File: src/rtl/rtc_pkg.sv
package rtc_pkg;
  localparam int unsigned BYTE_W    = 8;
  localparam int unsigned MIN_BYTES = 3;
  localparam int unsigned MIN_W     = BYTE_W * MIN_BYTES;
  localparam int unsigned ALM_BYTES = MIN_BYTES + 1;
  localparam logic [BYTE_W-1:0] SEC_LAST = 8'd59;

  typedef enum logic [3:0] {
    A_CTRL  = 4'd0,
    A_SEC   = 4'd1,
    A_MIN0  = 4'd2,
    A_MIN1  = 4'd3,
    A_MIN2  = 4'd4,
    A_ASEC  = 4'd5,
    A_AMIN0 = 4'd6,
    A_AMIN1 = 4'd7,
    A_AMIN2 = 4'd8
  } rtc_addr_e;

  typedef enum logic [1:0] {
    REP_SEC  = 2'd0,
    REP_MIN  = 2'd1,
    REP_2MIN = 2'd2,
    REP_8MIN = 2'd3
  } rep_sel_e;

  localparam int unsigned CTRL_W       = 5;
  localparam int unsigned CTRL_RUN     = 0;
  localparam int unsigned CTRL_REP_LSB = 1;
  localparam int unsigned CTRL_ALM_WK  = 3;
  localparam int unsigned CTRL_REP_WK  = 4;
endpackage

File: src/rtl/rtc_prescaler.sv
module rtc_prescaler #(
  parameter int unsigned DIV = 32768
) (
  input  logic clk_i,
  input  logic rst_ni,
  input  logic run_i,
  input  logic tick_i,
  input  logic clr_i,
  output logic sec_tick_o
);
  localparam int unsigned CW = (DIV > 2) ? $clog2(DIV) : 1;
  localparam logic [CW-1:0] LAST = CW'(DIV - 1);

  logic [CW-1:0] cnt_q;

  always_ff @(posedge clk_i or negedge rst_ni) begin
    if (!rst_ni)                cnt_q <= '0;
    else if (clr_i)             cnt_q <= '0;
    else if (run_i && tick_i)   cnt_q <= (cnt_q == LAST) ? '0 : cnt_q + 1'b1;
  end

  assign sec_tick_o = run_i && tick_i && (cnt_q == LAST) && !clr_i;
endmodule

File: src/rtl/rtc_timebase.sv
module rtc_timebase
  import rtc_pkg::*;
(
  input  logic                 clk_i,
  input  logic                 rst_ni,
  input  logic                 adv_i,
  input  logic                 sec_we_i,
  input  logic [MIN_BYTES-1:0] min_we_i,
  input  logic [BYTE_W-1:0]    wdata_i,
  output logic [BYTE_W-1:0]    sec_o,
  output logic [MIN_W-1:0]     min_o,
  output logic [BYTE_W-1:0]    sec_nxt_o,
  output logic [MIN_W-1:0]     min_nxt_o
);
  logic [BYTE_W-1:0] sec_q;
  logic [MIN_W-1:0]  min_q;
  logic              wrap;

  // values at or above the last second all wrap
  assign wrap      = (sec_q >= SEC_LAST);
  assign sec_nxt_o = wrap ? '0 : sec_q + 1'b1;
  assign min_nxt_o = wrap ? min_q + 1'b1 : min_q;

  always_ff @(posedge clk_i or negedge rst_ni) begin
    if (!rst_ni)       sec_q <= '0;
    else if (sec_we_i) sec_q <= wdata_i;
    else if (adv_i)    sec_q <= sec_nxt_o;
  end

  always_ff @(posedge clk_i or negedge rst_ni) begin
    if (!rst_ni) min_q <= '0;
    else if (|min_we_i) begin
      for (int b = 0; b < MIN_BYTES; b++)
        if (min_we_i[b]) min_q[b*BYTE_W +: BYTE_W] <= wdata_i;
    end else if (adv_i) min_q <= min_nxt_o;
  end

  assign sec_o = sec_q;
  assign min_o = min_q;
endmodule

File: src/rtl/rtc_alarm_regs.sv
module rtc_alarm_regs
  import rtc_pkg::*;
(
  input  logic                 clk_i,
  input  logic                 rst_ni,
  input  logic [ALM_BYTES-1:0] we_i,
  input  logic [BYTE_W-1:0]    wdata_i,
  output logic [BYTE_W-1:0]    alm_sec_o,
  output logic [MIN_W-1:0]     alm_min_o
);
  localparam logic [BYTE_W-1:0] SEC_RST = 8'h3F;
  localparam logic [BYTE_W-1:0] MIN_RST = 8'hFF;
  localparam int unsigned TOP = ALM_BYTES - 1;

  logic [BYTE_W-1:0] shad_q [TOP];
  logic [BYTE_W-1:0] act_q  [ALM_BYTES];

  for (genvar b = 0; b < TOP; b++) begin : g_stage
    localparam logic [BYTE_W-1:0] RV = (b == 0) ? SEC_RST : MIN_RST;
    always_ff @(posedge clk_i or negedge rst_ni) begin
      if (!rst_ni)      shad_q[b] <= RV;
      else if (we_i[b]) shad_q[b] <= wdata_i;
    end
    always_ff @(posedge clk_i or negedge rst_ni) begin
      if (!rst_ni)        act_q[b] <= RV;
      else if (we_i[TOP]) act_q[b] <= shad_q[b];
    end
  end

  always_ff @(posedge clk_i or negedge rst_ni) begin
    if (!rst_ni)        act_q[TOP] <= MIN_RST;
    else if (we_i[TOP]) act_q[TOP] <= wdata_i;
  end

  assign alm_sec_o = act_q[0];
  for (genvar b = 1; b < ALM_BYTES; b++) begin : g_out
    assign alm_min_o[(b-1)*BYTE_W +: BYTE_W] = act_q[b];
  end
endmodule

File: src/rtl/rtc_alarm_core.sv
module rtc_alarm_core
  import rtc_pkg::*;
#(
  parameter int unsigned PRESC_DIV = 32768
) (
  input  logic       clk_i,
  input  logic       rst_ni,
  input  logic       tick32k_i,
  input  logic       wr_en_i,
  input  logic [3:0] addr_i,
  input  logic [7:0] wdata_i,
  output logic [7:0] rdata_o,
  input  logic       sys_off_i,
  output logic       rep_irq_o,
  output logic       alarm_irq_o,
  output logic       wake_o
);
  logic [CTRL_W-1:0]    ctrl_q;
  logic                 osc_en;
  rep_sel_e             rep_sel;
  logic                 sec_we;
  logic [MIN_BYTES-1:0] min_we;
  logic [ALM_BYTES-1:0] stage_we;
  logic                 time_wr;
  logic                 raw_tick;
  logic                 sec_tick;
  logic [BYTE_W-1:0]    sec_q, sec_nxt, alm_sec;
  logic [MIN_W-1:0]     min_q, min_nxt, alm_min;
  logic                 rep_cond, rep_q;
  logic                 match, match_q;

  assign osc_en  = ctrl_q[CTRL_RUN];
  assign rep_sel = rep_sel_e'(ctrl_q[CTRL_REP_LSB +: 2]);

  always_ff @(posedge clk_i or negedge rst_ni) begin
    if (!rst_ni)                          ctrl_q <= '0;
    else if (wr_en_i && addr_i == A_CTRL) ctrl_q <= wdata_i[CTRL_W-1:0];
  end

  assign sec_we = wr_en_i && (addr_i == A_SEC);
  for (genvar b = 0; b < MIN_BYTES; b++) begin : g_min_we
    assign min_we[b] = wr_en_i && (addr_i == 4'(A_MIN0 + b));
  end
  for (genvar b = 0; b < ALM_BYTES; b++) begin : g_alm_we
    assign stage_we[b] = wr_en_i && (addr_i == 4'(A_ASEC + b));
  end
  assign time_wr  = sec_we || (|min_we);
  assign sec_tick = raw_tick && !time_wr;

  rtc_prescaler #(.DIV(PRESC_DIV)) u_presc (
    .clk_i      (clk_i),
    .rst_ni     (rst_ni),
    .run_i      (osc_en),
    .tick_i     (tick32k_i),
    .clr_i      (sec_we),
    .sec_tick_o (raw_tick)
  );

  rtc_timebase u_time (
    .clk_i     (clk_i),
    .rst_ni    (rst_ni),
    .adv_i     (sec_tick),
    .sec_we_i  (sec_we),
    .min_we_i  (min_we),
    .wdata_i   (wdata_i),
    .sec_o     (sec_q),
    .min_o     (min_q),
    .sec_nxt_o (sec_nxt),
    .min_nxt_o (min_nxt)
  );

  rtc_alarm_regs u_alarm (
    .clk_i     (clk_i),
    .rst_ni    (rst_ni),
    .we_i      (stage_we),
    .wdata_i   (wdata_i),
    .alm_sec_o (alm_sec),
    .alm_min_o (alm_min)
  );

  // repeat condition judged on the time about to be loaded
  always_comb begin
    unique case (rep_sel)
      REP_SEC:  rep_cond = 1'b1;
      REP_MIN:  rep_cond = (sec_nxt == '0);
      REP_2MIN: rep_cond = (sec_nxt == '0) && !min_nxt[0];
      REP_8MIN: rep_cond = (sec_nxt == '0) && (min_nxt[2:0] == 3'd0);
      default:  rep_cond = 1'b0;
    endcase
  end

  assign match = (sec_q == alm_sec) && (min_q == alm_min);

  always_ff @(posedge clk_i or negedge rst_ni) begin
    if (!rst_ni) begin
      rep_q   <= 1'b0;
      match_q <= 1'b0;
    end else begin
      rep_q   <= sec_tick && rep_cond;
      match_q <= match;
    end
  end

  assign rep_irq_o   = rep_q;
  assign alarm_irq_o = match && !match_q;
  assign wake_o      = sys_off_i && ((rep_q && ctrl_q[CTRL_REP_WK]) ||
                                     (alarm_irq_o && ctrl_q[CTRL_ALM_WK]));

  always_comb begin
    case (addr_i)
      A_CTRL:  rdata_o = 8'(ctrl_q);
      A_SEC:   rdata_o = sec_q;
      A_MIN0:  rdata_o = min_q[7:0];
      A_MIN1:  rdata_o = min_q[15:8];
      A_MIN2:  rdata_o = min_q[23:16];
      A_ASEC:  rdata_o = alm_sec;
      A_AMIN0: rdata_o = alm_min[7:0];
      A_AMIN1: rdata_o = alm_min[15:8];
      A_AMIN2: rdata_o = alm_min[23:16];
      default: rdata_o = '0;
    endcase
  end
endmodule

File: config.mk
export PLATFORM = sky130hd
export DESIGN_NAME = rtc_alarm_core
export DESIGN_NICKNAME = d
export VERILOG_FILES = /design/src/rtl/rtc_pkg.sv /design/src/rtl/rtc_prescaler.sv /design/src/rtl/rtc_timebase.sv /design/src/rtl/rtc_alarm_regs.sv /design/src/rtl/rtc_alarm_core.sv
export SDC_FILE = /design/constraint.sdc
export NUM_CORES = 1
export LEC_CHECK = 0
export ABC_AREA = 1
export BUFFER_PORTS_ARGS = -buffer_cell sky130_fd_sc_hd__buf_2
export CAP_MARGIN = 10
export CELL_PAD_IN_SITES_DETAIL_PLACEMENT = 1
export CELL_PAD_IN_SITES_GLOBAL_PLACEMENT = 1
export CORE_MARGIN = 8
export CORE_UTILIZATION = 49
export CTS_CLUSTER_DIAMETER = 30
export CTS_CLUSTER_SIZE = 12
export DETAILED_ROUTE_END_ITERATION = 16
export PLACE_DENSITY_LB_ADDON = 0.15
export SLEW_MARGIN = 25
export SYNTH_ARGS = -nofsm -noshare
export SYNTH_HDL_FRONTEND = slang
export SYNTH_SLANG_ARGS = --single-unit
File: constraint.sdc
create_clock -name clk_i -period 4.2 [get_ports clk_i]
set_input_delay 0.21 -clock clk_i [delete_from_list [all_inputs] [get_ports clk_i]]
set_output_delay 0.21 -clock clk_i [all_outputs]
set_load 0.02 [all_outputs]
==> results.md <==
* TritonCTS Buffers at 9
* Placed cell count at 1085
* Lkg Pwr at 3.44 nW
* Fin. Hold Viols at 0
* Relative slew slack at 44.8%
* N_diodes at 0
* Area added between synthesis and finish at 9.39%
* Netlist cell types at 39
* Aggregate routed wire length at 23300 um
* Fraction of registers with async set/reset at 100%
* VDD IR-drop max at slightly below 0.0004 V
* CP dominant cell by count: nand2_1
* Max-cap viol count at 0
* Syn nets at 916
* Top post-synthesis cells by area: dfrtp_1 23%, dfstp_2 21%, nand2_1 17%
* Hold slack at around 0.15 ns
* Max Slew Vio Count at 0
* Most numerous cell in the Yosys netlist: nand2_1
* Layout cell share with drive strength beyond 1 at 14.5%
* Tightest Pin Transition at 0.828 ns
* WL met3 at 1240 um
* Cells resized by post-CTS repair at 0
* CP arrival at 2.32 ns
* TritonCTS clock tree: yes
* Routed Antenna Nets at 0
* Vias in the first global route at 6549
* Initial Util at around half
* Vias after detailed routing at 6319
* Routability cong. at 1.01
* Reg2Reg Setup Slack at 1.67 ns
* Input/output buffers at 27
* Largest stage delay on the critical path at 0.55 ns
* Die W at ~130 um
* Root Driver: clkbuf_16
* Fin area at around 0.0070 mm2
* Postcts setup bufs at 0
* Fin cells at 1102
* Initial antenna violation count at 0
* Hold WC Path Type: in2reg
* Rows at 42
* Drc violations at 0
* Clock tree buffer depth at 2
* Setup TNS at 0 ns
* Crit path max-delay family: simple AND/OR/NAND/NOR gates
* Routed met1 length at 10100 um
* Cell area after technology mapping at 0.00642 mm2
* Leading area contributor after synthesis: dfrtp_1
* Synth Instances at between 800 and 900
* Post-DR vias/cell at 5.73
* Syn avg cell area at 7.17 um2
* Layout net count at 941
* Hold buffers post-CTS at 1
* Io pins at 28
* CORE AREA at 0.0130 mm2
* Crit-path cells: inv_1, nand2_1, nand2_1, inv_1, nand2_1, nor2_1, nand2_1, nor2_1, nand4_1, a21oi_1, buf_2
* Die H at 131 um
* Routed len/inst at 21.2 um
* Primary FF master, synth: dfrtp_1
* Post-synth top cells: 298 x nand2_1, 109 x inv_1, 79 x nor2_1
* EDFF count, synth at 0
* Reg clk slew, reported paths at 0.08 ns
* Minimum clock period at 2.53 ns
* 1st-pass router iterations at 5
* Dpl hpwl at 18200 um
* Highest routed layer: met4
* Largest net degree at the start of global routing at 63
* RSZ-0062 raised after global routing: false
* Top-area cell type share of the netlist area at 22.6%
* Die area at about 0.017 mm2
* Cell Area, Placed at approximately 0.0067 mm2
* Worst Setup End Kind: output port
* CTS sink cnt at 110
* Slowest-stage cell, CP: dfrtp_1
* Tot GR Track Use at around 29%
* Clock latency on the worst-skew pair at 0.37 ns
* First-pass GRT wire length at between 30000 and 40000 um
* DRT iter0 DRCs at 478
* Final setup fails at 0
* Total gr overflow at 0
* CTS H-tree lvls at 3
* Final worst-path cycle share at between 60% and 70%
* Pwr Density at 509 mW/mm2
* Max Fclk at 0.395 GHz
* Seq/Total Area, Yosys at 43.9%
* Seq cells post-synth at 110
* Launching element type of the critical path: flop
* WP data required at approximately 4.0 ns
* DR WL met2 at 11000 um
* Synth Warn # at 0
* Outcome: finished, final reports clean
* Worst Path Buf+Inv at 3
* Largest fanout on the critical path at 6
* Max Clock Skew at 0.0103 ns
* Crit Path Class: reg2out
## final timing paths
path                                   start                  to  cells after the start
max in group asynchronous             rst_ni  u_alarm.shad_q[18]                      3
hold reg to reg            u_alarm.shad_q[5]   u_alarm.shad_q[5]                      2
setup / recovery             u_time.sec_o[3]              wake_o                     11
setup reg to reg             u_time.sec_o[1]    u_time.min_o[14]                     11
hold / removal                    wdata_i[3]     u_time.sec_o[3]                      3
min in group asynchronous             rst_ni    u_time.min_o[21]                      2
## cell type report
type / count / area (um2)
clock buffers: 10 / 229
multi-input cells: 651 / 3090
flip-flops and latches: 110 / 2820
clock inverters: 6 / 62.6
well taps: 176 / 220
inverters: 119 / 449
fillers: 1723 / 6000
repair buffers: 30 / 163
## registers in the layout (all words and copies together), names as in the netlist
name               flops
u_alarm.shad_q        24
rep_irq_o              1
u_time.sec_o           8
u_time.min_o          24
u_alarm.alm_min_o     24
u_alarm.alm_sec_o      8
match_q                1
u_presc.cnt_q         15
ctrl_q                 5
## worst register-to-register path: cells and delay by family, from the launching register on
kind | cells | cell delay [ns]
AND/OR/NAND/NOR | 6 | 1.27
buffers and inverters | 2 | 0.24
adder cells (fa/ha/maj) | 1 | 0.24
AO/OA/AOI/OAI | 2 | 0.26
flip-flops | 1 | 0.45
## report_power, final
group / switching (mW) / internal [mW] / total (mW)
Clock: 0.454 / 0.421 / 0.875
Sequential: 0.305 / 1.38 / 1.68
Combinational: 0.693 / 0.328 / 1.02
## cells by family (layout without fill, tap and decap cells)
group | after synthesis | after routing | synth area share (%)
and+or+nand+nor | 458 | 458 | 29.6
DFF | 110 | 110 | 43.9
adders and majority gates | 3 | 3 | 0.584
AOI/OAI and AO/OA | 167 | 167 | 14.4
muxes | 5 | 5 | 0.876
xor gates and xnor gates | 18 | 18 | 2.45
buffers and inverters | 135 | 165 | 8.22
## metrics by stage
step	power [mW]	setup WS, ns	util [%]
floorplan	2.25	2.54	-
finish	3.58	1.67	53.9
global route	3.76	1.32	53.9
global placement	2.61	1.91	51.6
CTS	3.56	1.67	53.9
detailed placement	2.68	1.74	51.6
## per-layer routing
layer	global-route usage (%)	up-vias
li1	-	2930
met1	37.4	3147
met2	46.8	188
met3	3.86	54
met4	13.7	0
met5	0	-
## layout by cell type, fill, tap and decap left out, types with 3 or more instances in the layout
cell       instances
inv_2              9
xor2_1            13
a21oi_1           38
nand2_2            4
a221oi_1           5
nor3_1            14
dfstp_2           52
o21ai_1           12
mux2_2             5
nor4_1             6
nand2_1          297
dfrtp_1           58
nor2_2            10
inv_6              3
nand4_1            9
buf_4              3
nand3_2            3
buf_2             26
nand2_4            3
ha_1               3
o22ai_1           25
nand3_1           30
o21ai_0           77
clkbuf_16          9
nor2_1            79
xnor2_1            5
inv_1            109
No activity file was read; power rests on OpenSTA's default activity.
